File: src/rtl/txq_arb_pkg.sv
package txq_arb_pkg;
    typedef enum logic [1:0] {
        RULE_ANY_DATA    = 2'b00,
        RULE_LEVEL       = 2'b01,
        RULE_FRAME       = 2'b10,
        RULE_FRAME_LEVEL = 2'b11
    } rdy_rule_e;
endpackage

File: src/rtl/txq_occupancy.sv
module txq_occupancy #(
    parameter int DEPTH = 16,
    parameter int CW    = $clog2(DEPTH + 1)
) (
    input  logic          clk,
    input  logic          rst_n,
    input  logic          blk_push,
    input  logic          eop_push,
    input  logic          blk_pop,
    input  logic          eop_pop,
    output logic [CW-1:0] blk_cnt,
    output logic [CW-1:0] blk_cnt_nxt,
    output logic [CW-1:0] eop_cnt,
    output logic          overflow
);
    localparam logic [CW-1:0] FULL = CW'(DEPTH);

    typedef struct packed {
        logic [CW-1:0] blk;
        logic [CW-1:0] eop;
        logic          ovf;
    } occ_t;

    occ_t st_d, st_q;
    logic pop_ok, push_ok, eop_inc, eop_dec;

    always_comb begin
        st_d    = st_q;
        pop_ok  = blk_pop && (st_q.blk != '0);
        push_ok = blk_push && ((st_q.blk != FULL) || pop_ok);
        eop_inc = push_ok && eop_push;
        eop_dec = pop_ok && eop_pop && (st_q.eop != '0);
        case ({push_ok, pop_ok})
            2'b10:   st_d.blk = st_q.blk + 1'b1;
            2'b01:   st_d.blk = st_q.blk - 1'b1;
            default: st_d.blk = st_q.blk;
        endcase
        case ({eop_inc, eop_dec})
            2'b10:   st_d.eop = st_q.eop + 1'b1;
            2'b01:   st_d.eop = st_q.eop - 1'b1;
            default: st_d.eop = st_q.eop;
        endcase
        st_d.ovf = blk_push && !push_ok;
    end

    always_ff @(posedge clk) begin
        if (!rst_n) st_q <= '0;
        else        st_q <= st_d;
    end

    assign blk_cnt     = st_q.blk;
    assign blk_cnt_nxt = st_d.blk;
    assign eop_cnt     = st_q.eop;
    assign overflow    = st_q.ovf;

    // count stays within capacity
    a_r2_cnt_bound: assert property (@(posedge clk) disable iff (!rst_n)
        st_q.blk <= FULL);
    // overflow only after a push at full with no pop
    a_r3_ovf_cause: assert property (@(posedge clk) disable iff (!rst_n)
        $rose(st_q.ovf) |-> $past(blk_push && !blk_pop && st_q.blk == FULL));
    // empty pop without push leaves count at zero
    a_r4_empty_pop: assert property (@(posedge clk) disable iff (!rst_n)
        (st_q.blk == '0 && blk_pop && !blk_push) |=> st_q.blk == '0);
    // stored frame ends never outnumber stored blocks
    a_r9_eop_le_blk: assert property (@(posedge clk) disable iff (!rst_n)
        st_q.eop <= st_q.blk);
endmodule

File: src/rtl/txq_ready_rule.sv
module txq_ready_rule
    import txq_arb_pkg::*;
#(
    parameter int CW = 5
) (
    input  rdy_rule_e     rule,
    input  logic [CW-1:0] blk_cnt,
    input  logic [CW-1:0] eop_cnt,
    input  logic [CW-1:0] thresh,
    output logic          ready
);
    logic has_data, has_frame, above;

    always_comb begin
        has_data  = (blk_cnt != '0);
        has_frame = (eop_cnt != '0);
        above     = (blk_cnt > thresh);
        case (rule)
            RULE_ANY_DATA:    ready = has_data;
            RULE_LEVEL:       ready = above;
            RULE_FRAME:       ready = has_frame;
            RULE_FRAME_LEVEL: ready = has_frame || above;
            default:          ready = 1'b0;
        endcase
    end
endmodule

File: src/rtl/txq_lowwater.sv
module txq_lowwater #(
    parameter int CW = 5
) (
    input  logic          clk,
    input  logic          rst_n,
    input  logic [CW-1:0] blk_cnt,
    input  logic [CW-1:0] blk_cnt_nxt,
    input  logic [CW-1:0] thresh,
    input  logic          clr,
    output logic          irq
);
    typedef struct packed {
        logic flag;
    } lw_t;

    lw_t  st_d, st_q;
    logic crossing;

    always_comb begin
        crossing   = (blk_cnt >= thresh) && (blk_cnt_nxt < thresh);
        st_d.flag  = crossing || (st_q.flag && !clr);
    end

    always_ff @(posedge clk) begin
        if (!rst_n) st_q <= '0;
        else        st_q <= st_d;
    end

    assign irq = st_q.flag;

    // a rising interrupt follows a downward threshold crossing
    a_r10_rise_on_cross: assert property (@(posedge clk) disable iff (!rst_n)
        $rose(st_q.flag) |-> ($past(blk_cnt) >= $past(thresh) && blk_cnt < $past(thresh)));
    // without a clear the flag never drops
    a_r11_sticky: assert property (@(posedge clk) disable iff (!rst_n)
        ($past(st_q.flag) && !$past(clr)) |-> st_q.flag);
endmodule

File: src/rtl/txq_ready_arbiter.sv
module txq_ready_arbiter
    import txq_arb_pkg::*;
#(
    parameter int DEPTH = 16,
    parameter int CW    = $clog2(DEPTH + 1)
) (
    input  logic          clk,
    input  logic          rst_n,
    input  logic          blk_push,
    input  logic          eop_push,
    input  logic          blk_pop,
    input  logic          eop_pop,
    input  logic [1:0]    rdy_rule,
    input  logic [CW-1:0] lw_thresh,
    input  logic          lw_irq_clr,
    output logic          q_ready,
    output logic          lw_irq,
    output logic          push_overflow
);
    logic [CW-1:0] blk_cnt, blk_cnt_nxt, eop_cnt;
    rdy_rule_e     rule;

    assign rule = rdy_rule_e'(rdy_rule);

    txq_occupancy #(.DEPTH(DEPTH), .CW(CW)) occ_i (
        .clk        (clk),
        .rst_n      (rst_n),
        .blk_push   (blk_push),
        .eop_push   (eop_push),
        .blk_pop    (blk_pop),
        .eop_pop    (eop_pop),
        .blk_cnt    (blk_cnt),
        .blk_cnt_nxt(blk_cnt_nxt),
        .eop_cnt    (eop_cnt),
        .overflow   (push_overflow)
    );

    txq_ready_rule #(.CW(CW)) rule_i (
        .rule   (rule),
        .blk_cnt(blk_cnt),
        .eop_cnt(eop_cnt),
        .thresh (lw_thresh),
        .ready  (q_ready)
    );

    txq_lowwater #(.CW(CW)) lw_i (
        .clk        (clk),
        .rst_n      (rst_n),
        .blk_cnt    (blk_cnt),
        .blk_cnt_nxt(blk_cnt_nxt),
        .thresh     (lw_thresh),
        .clr        (lw_irq_clr),
        .irq        (lw_irq)
    );

    // whole-frame rule never signals ready without a stored frame end
    a_r7_frame_only: assert property (@(posedge clk) disable iff (!rst_n)
        (rule == RULE_FRAME && q_ready) |-> eop_cnt != '0);
    // any-data rule is ready whenever a block is stored
    a_r5_any_data: assert property (@(posedge clk) disable iff (!rst_n)
        (rule == RULE_ANY_DATA && blk_cnt != '0) |-> q_ready);
endmodule

File: config.mk
export PLATFORM = sky130hd
export DESIGN_NAME = txq_ready_arbiter
export DESIGN_NICKNAME = d
export VERILOG_FILES = /design/src/rtl/txq_arb_pkg.sv /design/src/rtl/txq_occupancy.sv /design/src/rtl/txq_ready_rule.sv /design/src/rtl/txq_lowwater.sv /design/src/rtl/txq_ready_arbiter.sv
export SDC_FILE = /design/constraint.sdc
export NUM_CORES = 1
export LEC_CHECK = 0
export ABC_CLOCK_PERIOD_IN_PS = 6100
export BUFFER_PORTS_ARGS = -buffer_cell sky130_fd_sc_hd__buf_2
export CAP_MARGIN = 5
export CORE_AREA = 2 2 57 59
export CTS_CLUSTER_DIAMETER = 80
export CTS_CLUSTER_SIZE = 10
export DETAILED_ROUTE_END_ITERATION = 8
export DIE_AREA = 0 0 59 61
export PLACE_DENSITY = 0.55
export SKIP_LAST_GASP = 1
export SYNTH_ARGS = -nofsm -noshare
export SYNTH_HDL_FRONTEND = slang
export SYNTH_HIERARCHICAL = 1
export SYNTH_SLANG_ARGS = --single-unit
File: constraint.sdc
create_clock -name clk -period 6.1 [get_ports clk]
set_input_delay 0.305 -clock clk [delete_from_list [all_inputs] [get_ports clk]]
set_output_delay 0.305 -clock clk [all_outputs]
set_load 0.05 [all_outputs]
# Word level (Yosys, flattened, before mapping)
# Index checks and enable logic that the tools add are counted.
# totals
elab_cells	39
reg_bits	12
out_inout_bits	3
# classes
n_eq_ne	8
mux	3
magnitude_cmp	3
reduce_logical	17
n_addsub	4
# ops
operator	count
5-bit one-hot mux with 2 select lines	2
5-bit by 1-bit adder with 5-bit output (second input constant)	2
5-bit nonzero test	2
5-bit by 1-bit subtractor with 5-bit output (second input constant)	2
2-bit == test (second input constant)	4
1-bit logical AND	8
2-bit by 1-bit == test with 1-bit output (second input constant)	3
5-bit greater-or-equal comparator	1
5-bit > comparator	1
5-bit < comparator	1
5-bit != test (second input constant)	1
1-bit one-hot mux with 4 select lines	1
1-bit logical OR	3
1-bit zero test	2
2-bit zero test	1
2-bit nonzero test	1

# Depth between registers and ports, before layout
# depth
word_depth	9
mapped_depth	15

# Cells and area by module
# Netlist, hierarchy kept.
# modules_own_cells
module	instances	seq_area_each_um2	cells_per_inst	area_per_inst_um2
txq_occupancy	1	220.2	87	792.0
txq_lowwater	1	20.0	30	240.2
txq_ready_rule	1	0.0	23	156.4

# Least setup slack after synthesis
# No wires, ideal clock.
# synth_path
path_type	register -> register
startpoint	register occ_i.st_q (netlist bit occ_i/blk_cnt[2])
endpoint	register lw_i.st_q (netlist: lw_i/irq)
period_less_slack_ns	3.438
arrival_time_ns	3.321
setup_ns	0.117
path_slack_ns	2.662
path_stages_with_launch	16
path_cell_list	dfxtp_1 -> or4_4 -> or3b_4 -> nand2_1 -> ha_1 -> ha_1 -> a21o_1 -> a21oi_1 -> mux2i_1 -> xnor2_1 -> buf_4 -> ha_1 -> nand2_1 -> nand3b_1 -> a31oi_1 -> a32o_1
# synth_lines
item	line	source
start, declared	txq_occupancy.sv:24	occ_t st_d, st_q;
start signal, assigned	txq_occupancy.sv:48	else st_q <= st_d;
end signal, assigned	txq_lowwater.sv:26	else st_q <= st_d;
end, declared	txq_lowwater.sv:16	lw_t st_d, st_q;

# Worst setup path in the final report
# layout_path
startpoint	register occ_i.st_q (netlist bit occ_i/blk_cnt[2])
endpoint	register lw_i.st_q (netlist: lw_i/irq)
# layout_via
elab_chain_cells	9
word_cells_on_any_way	14
classes_between	2 x add/sub; 2 x order compare; 3 x eq/ne; 1 x mux; 6 x reduce/logical
# layout_lines
item	line	source
5-bit nonzero test	txq_occupancy.sv:29	pop_ok = blk_pop && (st_q.blk != '0);
1-bit logical AND	txq_occupancy.sv:29	
1-bit logical OR	txq_occupancy.sv:30	push_ok = blk_push && ((st_q.blk != FULL) || pop_ok);
1-bit logical AND	txq_occupancy.sv:30	
2-bit by 1-bit == test with 1-bit output or 2-bit == test (tied branches)	txq_occupancy.sv:33	case ({push_ok, pop_ok})
5-bit one-hot mux with 2 select lines *	txq_occupancy.sv:33	
via blk_cnt_nxt[4]	txq_ready_arbiter.sv:20	logic [CW-1:0] blk_cnt, blk_cnt_nxt, eop_cnt;
5-bit < comparator *	txq_lowwater.sv:20	crossing = (blk_cnt >= thresh) && (blk_cnt_nxt < thresh);
1-bit logical AND *	txq_lowwater.sv:20	
1-bit logical OR *	txq_lowwater.sv:21	st_d.flag = crossing || (st_q.flag && !clr);
# The timed path passes the listed nets; every way through them passes the cells marked *.
# A chain may end at the register's enable or synchronous reset.

==> results.sh <==
export IMPL_hold_path_class="in2reg"
export IMPL_post_route_period_util_pct=59.9
export IMPL_dr_pass1_iters=4
export IMPL_worstPathCellList="or4_4, or3b_4, nand2_1, ha_1, ha_1, a21o_1, a21oi_1, mux2i_1, xnor2_1, ha_1, nand2_1, nand3b_1, a31oi_1, a32o_1"
export IMPL_cts_setup_buffers=0
export IMPL_core_area_mm2=0.00295
export IMPL_ir_drop_uv=112
export IMPL_arrival_ns=3.89
export IMPL_synthesis_area_mm2=0.00119
export IMPL_power_total_mw=0.483
export IMPL_cts_sinks=12
export IMPL_drtAntennaViolNets=0
export IMPL_syn_nets=178
export IMPL_synth_edf_count=0
export IMPL_wire_per_inst_um=13.5
export IMPL_placed_area_mm2=0.00126
export IMPL_cp_common_cell="ha_1"
export IMPL_gp_congestion=0.842
export IMPL_max_stage_delay_ns=0.55
export IMPL_fin_util_pct=43.9
export IMPL_regArea_um2=240
export IMPL_setup_tns_ns=0
export IMPL_hold_buffers=0
export IMPL_drv_cap=0
export IMPL_async_flop_share_pct=0
export IMPL_nets=191
export IMPL_skew_ns=0.00523
export IMPL_path_clk_slew_ns=0.09
export IMPL_ys_warn_count=6
export IMPL_area_growth_pct=9.16
export IMPL_dieWidth_um=59
export IMPL_post_cts_resized=0
export IMPL_drive_gt1_share_pct=16.4
export IMPL_clk_latency_ns=0.29
export IMPL_r2r_start="occ_i/blk_cnt[2]"
export IMPL_grt_remaining_overflow=0
export IMPL_finalHoldViolations=0
export IMPL_die_area_mm2=0.00360
export IMPL_grtUsageTotal_pct=16.5
export IMPL_final_cell_mix="ha_1 (22), buf_2 (16), inv_1 (13), dfxtp_1 (12), nand2_1 (11)"
export IMPL_crit_fanout=6
export IMPL_grt_pass1_wl_um=4470
export IMPL_dp_slack_ns=2.50
export IMPL_dominantRegCellSynth="dfxtp_1"
export IMPL_path_buf_inv=0
export IMPL_cellPowerDensity_mw_per_mm2=372
export IMPL_cp_start_kind="flip-flop"
export IMPL_drt_vias_per_instance=5.41
export IMPL_setup_violations=0
export IMPL_fin_ws_ns=2.44
export IMPL_worstHoldStart="blk_push"
export IMPL_h_tree_depth=1
export IMPL_p_leak_nw=0.710
export IMPL_layoutNonFillerInstCount=185
export IMPL_rsz0062_at_grt="no"
export IMPL_critPathTopFamily="simple AND/OR/NAND/NOR gates"
export IMPL_placed_cells=181
export IMPL_status="finished clean"
export IMPL_synth_seq_cells=12
export IMPL_cp_required_ns=6.33
export IMPL_slew_headroom_pct=78.7
export IMPL_cp_slowest_cell="or4_4"
export IMPL_ios=17
export IMPL_clockBufferDepth=2
export IMPL_slew_viol_final=0
export IMPL_critPathKind="reg2reg"
export IMPL_cp_startpoint="occ_i/blk_cnt[2]"
export IMPL_cts_root_buffer="clkbuf_4"
export IMPL_fp_row_count=20
export IMPL_via_count=1001
export IMPL_cts_inserted_buffers=3
export IMPL_start_util_pct=40.3
export IMPL_diodes=0
export IMPL_end_kind="flip-flop"
export IMPL_ys_seq_area_share_pct=20.2
export IMPL_fillers=303
export IMPL_period_needed_ns=3.66
export IMPL_antenna_found_initial=0
export IMPL_postLayoutCellArea_mm2=0.00130
export IMPL_port_buffers=16
export IMPL_drtIter0Drc=31
export IMPL_grt_start_max_net_pins=18
export IMPL_drc=0
export IMPL_worst_slew_pin_slew_ns=0.318
export IMPL_drt_total_wl_um=2500
export IMPL_holdWs_ns=0.263
export IMPL_dp_hpwl_um=2010
export IMPL_avgSynthCellArea_um2=8.49
export IMPL_multiInputGateArea_um2=851
export IMPL_fp_dieH_um=61
export IMPL_cts_tree="yes"
export IMPL_fmaxAchievable_mhz=274
export IMPL_grt_pass1_vias=1010
export IMPL_mostFrequentLayoutCell="ha_1"
export IMPL_synthCells=140
export IMPL_synth_cell_types=39
cell type report:
type,instances,share of cell area (%)
tap,33,3.18
inverter,13,3.76
clock buffer,4,2.80
timing repair buffer,16,6.17
multi-input combinational,107,65.6
sequential,12,18.5
report_power, final:
part | switching, mW | total (mW) | internal (mW)
clock network | 0.0322 | 0.0686 | 0.0364
registers | 0.0302 | 0.126 | 0.0962
logic | 0.157 | 0.288 | 0.131
total | 0.219 | 0.483 | 0.264
layer usage:
| layer | up-vias | routed length, um | global-route usage (%) | part of all wire, % |
|---|---|---|---|---|
| li1 | 522 | - | - | - |
| met1 | 457 | 1230 | 21.2 | 49 |
| met2 | 17 | 1110 | 27.0 | 44 |
| met3 | 5 | 117 | 3.41 | 4.7 |
| met4 | 0 | 40 | 7.14 | 1.6 |
| met5 | - | 0 | 0 | 0 |
flip-flops by register name, summed over array words and instances (netlist names):
signal          flops
lw_i/irq            1
occ_i/blk_cnt       5
occ_i/overflow      1
occ_i/eop_cnt       5
final timing paths:
| kind | cells after the start | end | slack [ns] |
|---|---|---|---|
| hold / removal | 3 | occ_i/overflow | 0.26 |
| setup / recovery | 14 | lw_i/irq | 2.44 |
| setup reg to reg | 14 | lw_i/irq | 2.44 |
| hold reg to reg | 2 | occ_i/eop_cnt[4] | 0.50 |
synthesized netlist by cell type, drive strengths merged (2+ instances only):
cell type / instances / share of area, %
a31oi: 2 / 1.1
a21oi: 9 / 4.1
o211ai: 2 / 1.3
a21o: 3 / 1.9
clkbuf: 3 / 0.95
xnor2: 5 / 3.7
or4: 3 / 2.2
fa: 2 / 3.4
mux2i: 4 / 3.4
o21ai: 6 / 2.5
and2: 6 / 3.2
ha: 22 / 23
nand2: 11 / 3.5
nor2b: 3 / 1.6
dfxtp: 12 / 20
buf: 5 / 3.2
nor2: 5 / 1.8
inv: 13 / 4.1
nand3: 6 / 2.5
nand2b: 3 / 1.6
cells by family (layout without fill, tap and decap cells):
logic type	after synthesis	after routing	share of synthesized area (%)
adders and majority gates	24	24	26.5
AOI/OAI and AO/OA	27	27	14.5
muxes	5	5	4.32
buffers and inverters	21	33	8.21
and+or+nand+nor	46	46	22.5
xor gates and xnor gates	5	5	3.68
DFF	12	12	20.2
worst reg2reg max path, stage by stage, from the launching register on:
cell      delay, ns
dfxtp_1        0.38
or4_4          0.56
or3b_4         0.40
nand2_1        0.08
ha_1           0.26
ha_1           0.31
a21o_1         0.20
a21oi_1        0.21
mux2i_1        0.32
xnor2_1        0.16
ha_1           0.26
nand2_1        0.08
nand3b_1       0.08
a31oi_1        0.16
a32o_1         0.14
No activity file was read; power rests on OpenSTA's default activity.
